===== src/rtl/pt_flag_walker.sv =====
module pt_flag_walker #(
  parameter int PA_W  = 52,
  parameter int VA_W  = 57,
  parameter int IDX_W = 9,
  parameter int LVL_W = 3
) (
  input  logic             clk,
  input  logic             rst_n,
  input  logic             req_valid,
  output logic             req_ready,
  input  logic [VA_W-1:0]  req_vaddr,
  input  logic             req_write,
  input  logic             req_five_level,
  input  logic [PA_W-1:0]  req_root,
  output logic             mem_req_valid,
  input  logic             mem_req_ready,
  output logic             mem_req_we,
  output logic [PA_W-1:0]  mem_req_addr,
  output logic [63:0]      mem_req_wdata,
  input  logic             mem_rsp_valid,
  input  logic             mem_rsp_err,
  input  logic [63:0]      mem_rsp_rdata,
  output logic             done_valid,
  output logic             done_ok,
  output logic [7:0]       done_fault,
  output logic [LVL_W-1:0] done_level,
  output logic [63:0]      done_entry
);
  localparam int PG = 12;
  localparam logic [PA_W-1:0] PG_MASK = ~PA_W'((1 << PG) - 1);
  localparam logic [63:0] A_BIT = 64'h20;
  localparam logic [63:0] D_BIT = 64'h40;
  localparam logic [7:0] FLT_NP  = 8'h01;
  localparam logic [7:0] FLT_WP  = 8'h02;
  localparam logic [7:0] FLT_RD  = 8'h03;
  localparam logic [7:0] FLT_UPD = 8'h91;

  typedef enum logic [1:0] {ST_IDLE, ST_REQ, ST_RSP} st_t;

  st_t              st;
  logic [VA_W-1:0]  va_q;
  logic             wr_q, wb_q, leaf_q;
  logic [LVL_W-1:0] lvl_q;
  logic [PA_W-1:0]  base_q, rd_addr_q;
  logic [63:0]      raw_q, upd_q;

  logic [VA_W-1:0]  va_sh;
  logic [IDX_W-1:0] idx;
  logic [PA_W-1:0]  ent_addr;
  logic             leaf_now, fin, go_wb, adv, nxt_leaf;
  logic [63:0]      upd_now, nxt_entry;
  logic [7:0]       fin_code;

  assign va_sh    = va_q >> (PG + IDX_W * (int'(lvl_q) - 1));
  assign idx      = va_sh[IDX_W-1:0];
  assign ent_addr = base_q + PA_W'({idx, 3'b000});

  assign leaf_now = (lvl_q == LVL_W'(1)) ||
                    (mem_rsp_rdata[7] && (lvl_q == LVL_W'(2) || lvl_q == LVL_W'(3)));
  assign upd_now  = mem_rsp_rdata | A_BIT | ((leaf_now && wr_q) ? D_BIT : 64'h0);

  assign nxt_entry = wb_q ? upd_q : upd_now;
  assign nxt_leaf  = wb_q ? leaf_q : leaf_now;

  always_comb begin
    fin      = 1'b0;
    go_wb    = 1'b0;
    fin_code = 8'h00;
    if (st == ST_RSP && mem_rsp_valid) begin
      if (!wb_q) begin
        if (mem_rsp_err) begin
          fin = 1'b1; fin_code = FLT_RD;
        end else if (!mem_rsp_rdata[0]) begin
          fin = 1'b1; fin_code = FLT_NP;
        end else if (wr_q && !mem_rsp_rdata[1]) begin
          fin = 1'b1; fin_code = FLT_WP;
        end else if (upd_now != mem_rsp_rdata) begin
          go_wb = 1'b1;
        end
      end else if (mem_rsp_err) begin
        fin = 1'b1; fin_code = FLT_UPD;
      end
    end
  end

  assign adv = (st == ST_RSP) && mem_rsp_valid && !fin && !go_wb;

  assign req_ready     = (st == ST_IDLE);
  assign mem_req_valid = (st == ST_REQ);
  assign mem_req_we    = wb_q;
  assign mem_req_addr  = ent_addr;
  assign mem_req_wdata = wb_q ? upd_q : 64'h0;

  always_ff @(posedge clk) begin
    if (!rst_n) begin
      st         <= ST_IDLE;
      va_q       <= '0;
      wr_q       <= 1'b0;
      wb_q       <= 1'b0;
      leaf_q     <= 1'b0;
      lvl_q      <= '0;
      base_q     <= '0;
      rd_addr_q  <= '0;
      raw_q      <= '0;
      upd_q      <= '0;
      done_valid <= 1'b0;
      done_ok    <= 1'b0;
      done_fault <= '0;
      done_level <= '0;
      done_entry <= '0;
    end else begin
      done_valid <= 1'b0;
      case (st)
        ST_IDLE: if (req_valid) begin
          va_q   <= req_vaddr;
          wr_q   <= req_write;
          lvl_q  <= req_five_level ? LVL_W'(5) : LVL_W'(4);
          base_q <= req_root & PG_MASK;
          wb_q   <= 1'b0;
          st     <= ST_REQ;
        end
        ST_REQ: if (mem_req_ready) begin
          if (!wb_q) rd_addr_q <= ent_addr;
          st <= ST_RSP;
        end
        default: begin
          if (mem_rsp_valid && !wb_q) begin
            raw_q  <= mem_rsp_rdata;
            upd_q  <= upd_now;
            leaf_q <= leaf_now;
          end
          if (fin) begin
            done_valid <= 1'b1;
            done_ok    <= 1'b0;
            done_fault <= fin_code;
            done_level <= lvl_q;
            done_entry <= '0;
            st         <= ST_IDLE;
          end else if (go_wb) begin
            wb_q <= 1'b1;
            st   <= ST_REQ;
          end else if (adv) begin
            if (nxt_leaf) begin
              done_valid <= 1'b1;
              done_ok    <= 1'b1;
              done_fault <= 8'h00;
              done_level <= lvl_q;
              done_entry <= nxt_entry;
              st         <= ST_IDLE;
            end else begin
              base_q <= nxt_entry[PA_W-1:0] & PG_MASK;
              lvl_q  <= lvl_q - LVL_W'(1);
              wb_q   <= 1'b0;
              st     <= ST_REQ;
            end
          end
        end
      endcase
    end
  end

  AST_REQ_HELD: assert property (@(posedge clk) disable iff (!rst_n)
    mem_req_valid && !mem_req_ready |=> mem_req_valid && $stable(mem_req_addr) && $stable(mem_req_we));
  AST_WB_SAME_ADDR: assert property (@(posedge clk) disable iff (!rst_n)
    mem_req_valid && mem_req_we |-> mem_req_addr == rd_addr_q);
  AST_WB_ONLY_FLAGS: assert property (@(posedge clk) disable iff (!rst_n)
    mem_req_valid && mem_req_we |-> ((mem_req_wdata ^ raw_q) & ~(A_BIT | D_BIT)) == 64'h0);
  AST_WB_CHANGES: assert property (@(posedge clk) disable iff (!rst_n)
    mem_req_valid && mem_req_we |-> mem_req_wdata != raw_q && mem_req_wdata[5]);
  AST_DIRTY_LEAF: assert property (@(posedge clk) disable iff (!rst_n)
    mem_req_valid && mem_req_we && mem_req_wdata[6] && !raw_q[6] |-> wr_q && leaf_q);
  AST_NP_NO_WB: assert property (@(posedge clk) disable iff (!rst_n)
    mem_req_valid && mem_req_we |-> raw_q[0]);
  AST_WP_NO_WB: assert property (@(posedge clk) disable iff (!rst_n)
    mem_req_valid && mem_req_we && wr_q |-> raw_q[1]);
  AST_DONE_PULSE: assert property (@(posedge clk) disable iff (!rst_n)
    done_valid |=> !done_valid);
  AST_BUSY_NO_READY: assert property (@(posedge clk) disable iff (!rst_n)
    mem_req_valid |-> !req_ready);
endmodule


===== config.mk =====
export PLATFORM = sky130hd
export DESIGN_NAME = pt_flag_walker
export DESIGN_NICKNAME = d
export VERILOG_FILES = /design/src/rtl/pt_flag_walker.sv
export SDC_FILE = /design/constraint.sdc
export NUM_CORES = 1
export LEC_CHECK = 0
export ABC_CLOCK_PERIOD_IN_PS = 5200
export BUFFER_PORTS_ARGS = -buffer_cell sky130_fd_sc_hd__buf_2
export CORE_MARGIN = 1.5
export CORE_UTILIZATION = 53
export CTS_CLUSTER_SIZE = 16
export DETAILED_ROUTE_END_ITERATION = 6
export PLACE_DENSITY = 0.82
export RECOVER_POWER = 50
export SLEW_MARGIN = 5
export SYNTH_ARGS = -nofsm -noshare
export SYNTH_HDL_FRONTEND = slang
export SYNTH_SLANG_ARGS = --single-unit

===== constraint.sdc =====
create_clock -name clk -period 5.2 [get_ports clk]
set_input_delay 0.26 -clock clk [delete_from_list [all_inputs] [get_ports clk]]
set_output_delay 0.26 -clock clk [all_outputs]
set_load 0.01 [all_outputs]

## Yosys cells after proc, flatten, opt, wreduce, memory -nomap -nowiden

Cells that the tools add are included.

- $add $sub $neg: 4
- Multiply operators: 1
- Equality and inequality tests: 13
- Shift operators: 1
- Muxes and demuxes: 68
- Bitwise operators: 4
- Reductions and logical operators: 27

Operators by type and width:

| cell | count |
|---|---|
| two-way mux 64 bit | 6 |
| two-way mux 52 bit | 5 |
| one-hot mux 52 bit (2 select lines) | 1 |
| inequality test 64 bit | 1 |
| bitwise OR 64 x 7 -> 64 bit | 1 |
| >> shifter 57 x 32 -> 9 bit | 1 |
| two-way mux 8 bit | 7 |
| adder 52 x 12 -> 52 bit | 1 |
| two-way mux 1 bit | 28 |
| two-way mux 3 bit | 9 |
| two-way mux 2 bit | 8 |
| adder 5 x 9 -> 10 bit (first input constant) | 1 |
| inequality test 2 bit (second input constant) | 5 |
| multiplier 5 x 4 -> 9 bit (first input constant) | 1 |
| logical AND 1 bit | 7 |
| two-way mux 7 bit | 1 |
| equality test 3 x 2 -> 1 bit (second input constant) | 2 |
| one-hot mux 3 bit (2 select lines) | 1 |
| AND reduction 6 bit | 1 |
| nonzero test 2 bit | 3 |
| AND reduction 5 bit | 1 |
| nonzero test 5 bit | 1 |
| zero test 1 bit | 4 |
| one-hot mux 2 bit (2 select lines) | 1 |
| other kinds (17) | 21 |

- Bits in registers: 258
- Input port bits: 181
- Output and inout bits: 196
- Logic and storage cells: 131

## Longest topological paths before layout

- Depth in word-level cells: 20
- Gate-level depth with buffers: 23
- Depth with buffers taken out: 15

## Worst setup path after synthesis

Ideal clock, no wire load.

- Path type: flip-flop to output port
- Start: reg lvl_q[0]
- End: out mem_req_addr[8]
- Data arrival time: 4.362 ns
- Required time: 4.940 ns
- Slack: 0.578 ns
- Cell stages (with the launch flop): 23
- Path buffers: 8
- Cells stage by stage: dfxtp_1 > buf_6 > buf_12 > inv_2 > buf_2 > ha_1 > buf_4 > buf_2 > buf_2 > inv_1 > ha_1 > inv_1 > fa_1 > inv_1 > ha_1 > ha_1 > nand2_1 > a2111o_1 > and3_1 > buf_6 > buf_6 > or3_1 > a221oi_2

- Longest elaborated chain between the ends: 5

RTL lines:

| what | RTL line | source |
|---|---|---|
| start: declaration | 43 | `logic [LVL_W-1:0] lvl_q;` |
| start signal: assignment | 117 | `lvl_q <= req_five_level ? LVL_W'(5) : LVL_W'(4);` |
| start signal: assignment | 152 | `lvl_q <= lvl_q - LVL_W'(1);` |
| subtractor 3 x 1 -> 4 bit | 54 | `assign va_sh = va_q >> (PG + IDX_W * (int'(lvl_q) - 1));` |
| multiplier 5 x 4 -> 9 bit | 54 |  |
| adder 5 x 9 -> 10 bit | 54 |  |
| >> shifter 57 x 32 -> 9 bit | 54 |  |
| adder 52 x 12 -> 52 bit | 56 | `assign ent_addr = base_q + PA_W'({idx, 3'b000});` |
| end: declaration | 18 | `output logic [PA_W-1:0] mem_req_addr,` |

Every way passes these cells.

## Final worst setup path

- Start: reg lvl_q[0]
- End: out mem_req_addr[10]

The elaborated chain is that of the path after synthesis.

==> summary.md <==
| Metric | Value |
|---|---|
| Layout cell share with drive strength beyond 1 | `0.189` |
| # DRC | `4` |
| Adder-cell share of the synthesized area | `0.0158` |
| Max Cap Violations | `1` |
| Total Wirelength | `roughly 45000 um` |
| Iteration-0 DRC Markers | `between 1000 and 1500` |
| H-tree levels | `1` |
| Number of synthesized flops with an enable pin | `0` |
| RSZ-0062 raised after global routing | `false` |
| Setup Total Neg Slack | `0 ps` |
| Total number of vias | `around 14000` |
| Outcome | `finished, violations left` |
| Global-route usage over all layers | `0.348` |
| Worst Path Max Fanout | `13` |
| Starting Density | `0.543` |
| CP Launch Type | `flop` |
| Clk slew on worst S/H paths | `60 ps` |
| R2R Setup Slk | `1400 ps` |
| Initial antenna violation count | `13` |
| Post-synthesis mux area share | `0.112` |
| Synth-to-Final Area Change | `28.9%` |
| Syn avg cell area | `~8.0 um^2` |
| Worst slew margin | `-0.786` |
| Final Power | `approximately 5.6 mW` |
| Setup crit end kind | `output pin` |
| CTS tree | `built` |
| Synth Cell Area | `~13000 um^2` |
| HPWL Detailed | `about 29000 um` |
| Non-Filler Instances | `2344` |
| Final Slew Violations | `60` |
| Worst Hold Class | `in2reg` |
| Top_reg_cell synth | `dfxtp_1` |
| Ys async rst share | `0` |
| Clock latency at the later pin of the worst-skew pair | `550 ps` |
| # IOs | `about 380` |
| Final worst slack | `approximately 210 ps` |
| Synth Area in XOR/XNOR | `0.000684` |
| Design area | `about 17000 um^2` |
| Sequential share of the synthesized area | `0.377` |
| Tmin final | `4990 ps` |
| Die Ht | `about 160 um` |
| R2r endpoint | `lvl_q[1]` |
| CTS Sinks | `approximately 240` |
| Synth Area in Simple Gates | `0.215` |
| Clock buffer count from CTS | `27` |
| Worst-Margin Slew | `between 2000 and 3000 ps` |
| NumNets Final | `2187` |
| Worst hold margin | `around 36 ps` |
| Critical Path Sink | `mem_req_addr[10]` |
| Routed length per instance | `roughly 19 um` |
| Syn. warnings | `0` |
| Largest family of logic cells by synthesized area | `simple AND/OR/NAND/NOR gates` |
| Leak pwr | `approximately 6.4 nW` |
| Failing checks | `DRC, capacitance limit, slew limit` |
| Final hold violation count | `0` |
| CP required | `about 5000 ps` |
| Final cell utilization of the core | `0.700` |
| Yosys cell types | `72` |
| Post-synthesis compound-gate area fraction | `0.213` |
| Port Buffer Count | `~360` |
| Critical R2R Launch | `mem_req_we` |
| Drt pass-1 iters | `7` |
| Via density | `about 6.0` |
| Worst-case clock buffer depth | `3` |
| Placeable Area | `around 24000 um^2` |
| Fillers | `1871` |
| Clock Skew | `around 11 ps` |
| Crit path from | `lvl_q[0]` |
| CP arrival | `4730 ps` |
| Full die area | `about 25000 um^2` |
| Remaining antenna violation count | `0` |
| Area post-placement | `between 10000 and 15000 um^2` |
| Root buf cell | `clkbuf_16` |
| Largest net degree at the start of global routing | `approximately 130` |
| First-pass GRT wire length | `just under 70000 um` |
| VDD IR max | `between 200 and 300 uV` |
| Number of global-route vias before repair | `13200` |
| Yosys reg bits | `approximately 240` |
| Post-CTS Setup Inserts | `0` |
| WS Path Type | `reg2out` |
| Total gr overflow | `0` |
| F_max | `roughly 200 MHz` |
| Worst reg2reg path depth | `6` |
| RD Place Congestion | `slightly below 1` |
| Post-Syn Instances | `~1600` |
| PD cells | `336 nW/um^2` |
| Crit share post-route | `0.960` |
| Placed insts | `about 2200` |
| Final setup vio count | `0` |
| Setup WS pre-CTS | `between 800 and 900 ps` |
| Die W | `around 160 um` |
| FP Rows | `56` |
[final cells by class]
type                            count  area, um^2  area share
Antenna cell                       13        32.5     0.00197
Clock buffer                       36         779      0.0472
Clock inverter                     14         173      0.0105
Inverter                           26         103     0.00621
Multi-Input combinational cell   1196        7210       0.436
Sequential cell                   241        4830       0.292
Tap cell                          319         399      0.0242
Timing Repair Buffer              499        3000       0.182
[cell usage after synthesis, drive strengths merged, types with 2 or more instances]
master / count / area [um^2]
nand2: 436 / 1640
a21oi: 302 / 1510
dfxtp: 241 / 4820
clkbuf: 89 / 338
o211ai: 68 / 510
and2: 65 / 407
buf: 58 / 420
or3: 42 / 263
mux4: 40 / 942
mux2i: 38 / 380
nor2: 29 / 119
inv: 26 / 97.6
nor2b: 23 / 144
o21ai: 23 / 115
ha: 13 / 163
a22oi: 12 / 90.1
mux2: 10 / 113
a221oi: 8 / 82.6
nand3: 8 / 40.0
a31oi: 7 / 43.8
and3: 5 / 31.3
a22o: 4 / 35.0
o21a: 4 / 30.0
a211oi: 3 / 22.5
a21o: 3 / 22.5
nor3: 3 / 26.3
o22ai: 3 / 18.8
a2111oi: 2 / 25.0
a31o: 2 / 17.5
fa: 2 / 40.0
nand2b: 2 / 12.5
nand4b: 2 / 17.5
nor3b: 2 / 20.0
nor4: 2 / 12.5
o2111ai: 2 / 17.5
o311ai: 2 / 17.5
o31ai: 2 / 15.0
or2: 2 / 12.5
[worst max-delay path, cell delays in order, from the launching register on]
cell and delay (ps):
dfxtp_2 340, inv_2 250, ha_2 280, xor2_2 210
ha_1 270, ha_1 190, ha_1 240, ha_1 250
or2_2 310, a2111o_1 310, nand3_1 450, o21ai_0 190
a211o_1 330, a221oi_1 360, buf_2 200
[power breakdown]
part | leakage, nW | switching [mW] | internal, mW
logic | 3.93 | 0.930 | 0.591
registers | 1.96 | 0.0751 | 1.94
clock network | 0.471 | 0.811 | 1.21
[sequential cells by signal, indices dropped and copies added, names as in the netlist]
register,flops
done_fault,3
done_entry,64
wr_q,1
lvl_q,3
va_q,57
st,2
mem_req_we,1
upd_q,64
done_ok,1
leaf_q,1
done_level,3
done_valid,1
base_q,40
[worst min path at each step]
stage	end	slack, ps	cells past startpoint	start
floorplan	upd_q[10]	400	2	mem_rsp_rdata[10]
global placement	done_entry[24]	430	2	done_entry[24]
detailed placement	done_entry[29]	440	2	done_entry[29]
CTS	va_q[5]	4	3	req_vaddr[5]
global route	va_q[5]	20	3	req_vaddr[5]
finish	va_q[5]	40	3	req_vaddr[5]
[per-layer routing]
| metal | GRT usage | up-vias | wire length, um |
|---|---|---|---|
| li1 | - | 6356 | - |
| met1 | 0.427 | 6529 | 17200 |
| met2 | 0.554 | 859 | 21000 |
| met3 | 0.0882 | 205 | 4340 |
| met4 | 0.202 | 2 | 2740 |
| met5 | 0 | - | 12 |
[kinds of logic (layout without fill, tap and decap cells)]
group,Yosys count,after routing
xor gates and xnor gates,1,1
muxes,88,88
adders and majority gates,15,15
other,1,20
and+or+nand+nor,623,623
buffers and inverters,173,575
DFF,241,241
AOI/OAI and AO/OA,462,462
[timing repair]
item,in CTS,in global routing
endpoints found under the setup margin,0,0
hold buffers,118,0
endpoints found under the hold margin,118,0
gates resized for setup,0,0
[placed cells by master (no fill, tap or decap), drive strengths merged, types with 40 or more instances in the layout]
cell type	count
clkbuf	153
o211ai	68
dlygate4sd3	118
dfxtp	241
nand2	436
buf	264
and2	65
or3	42
mux4	40
a21oi	302
No activity file was read; power rests on OpenSTA's default activity.
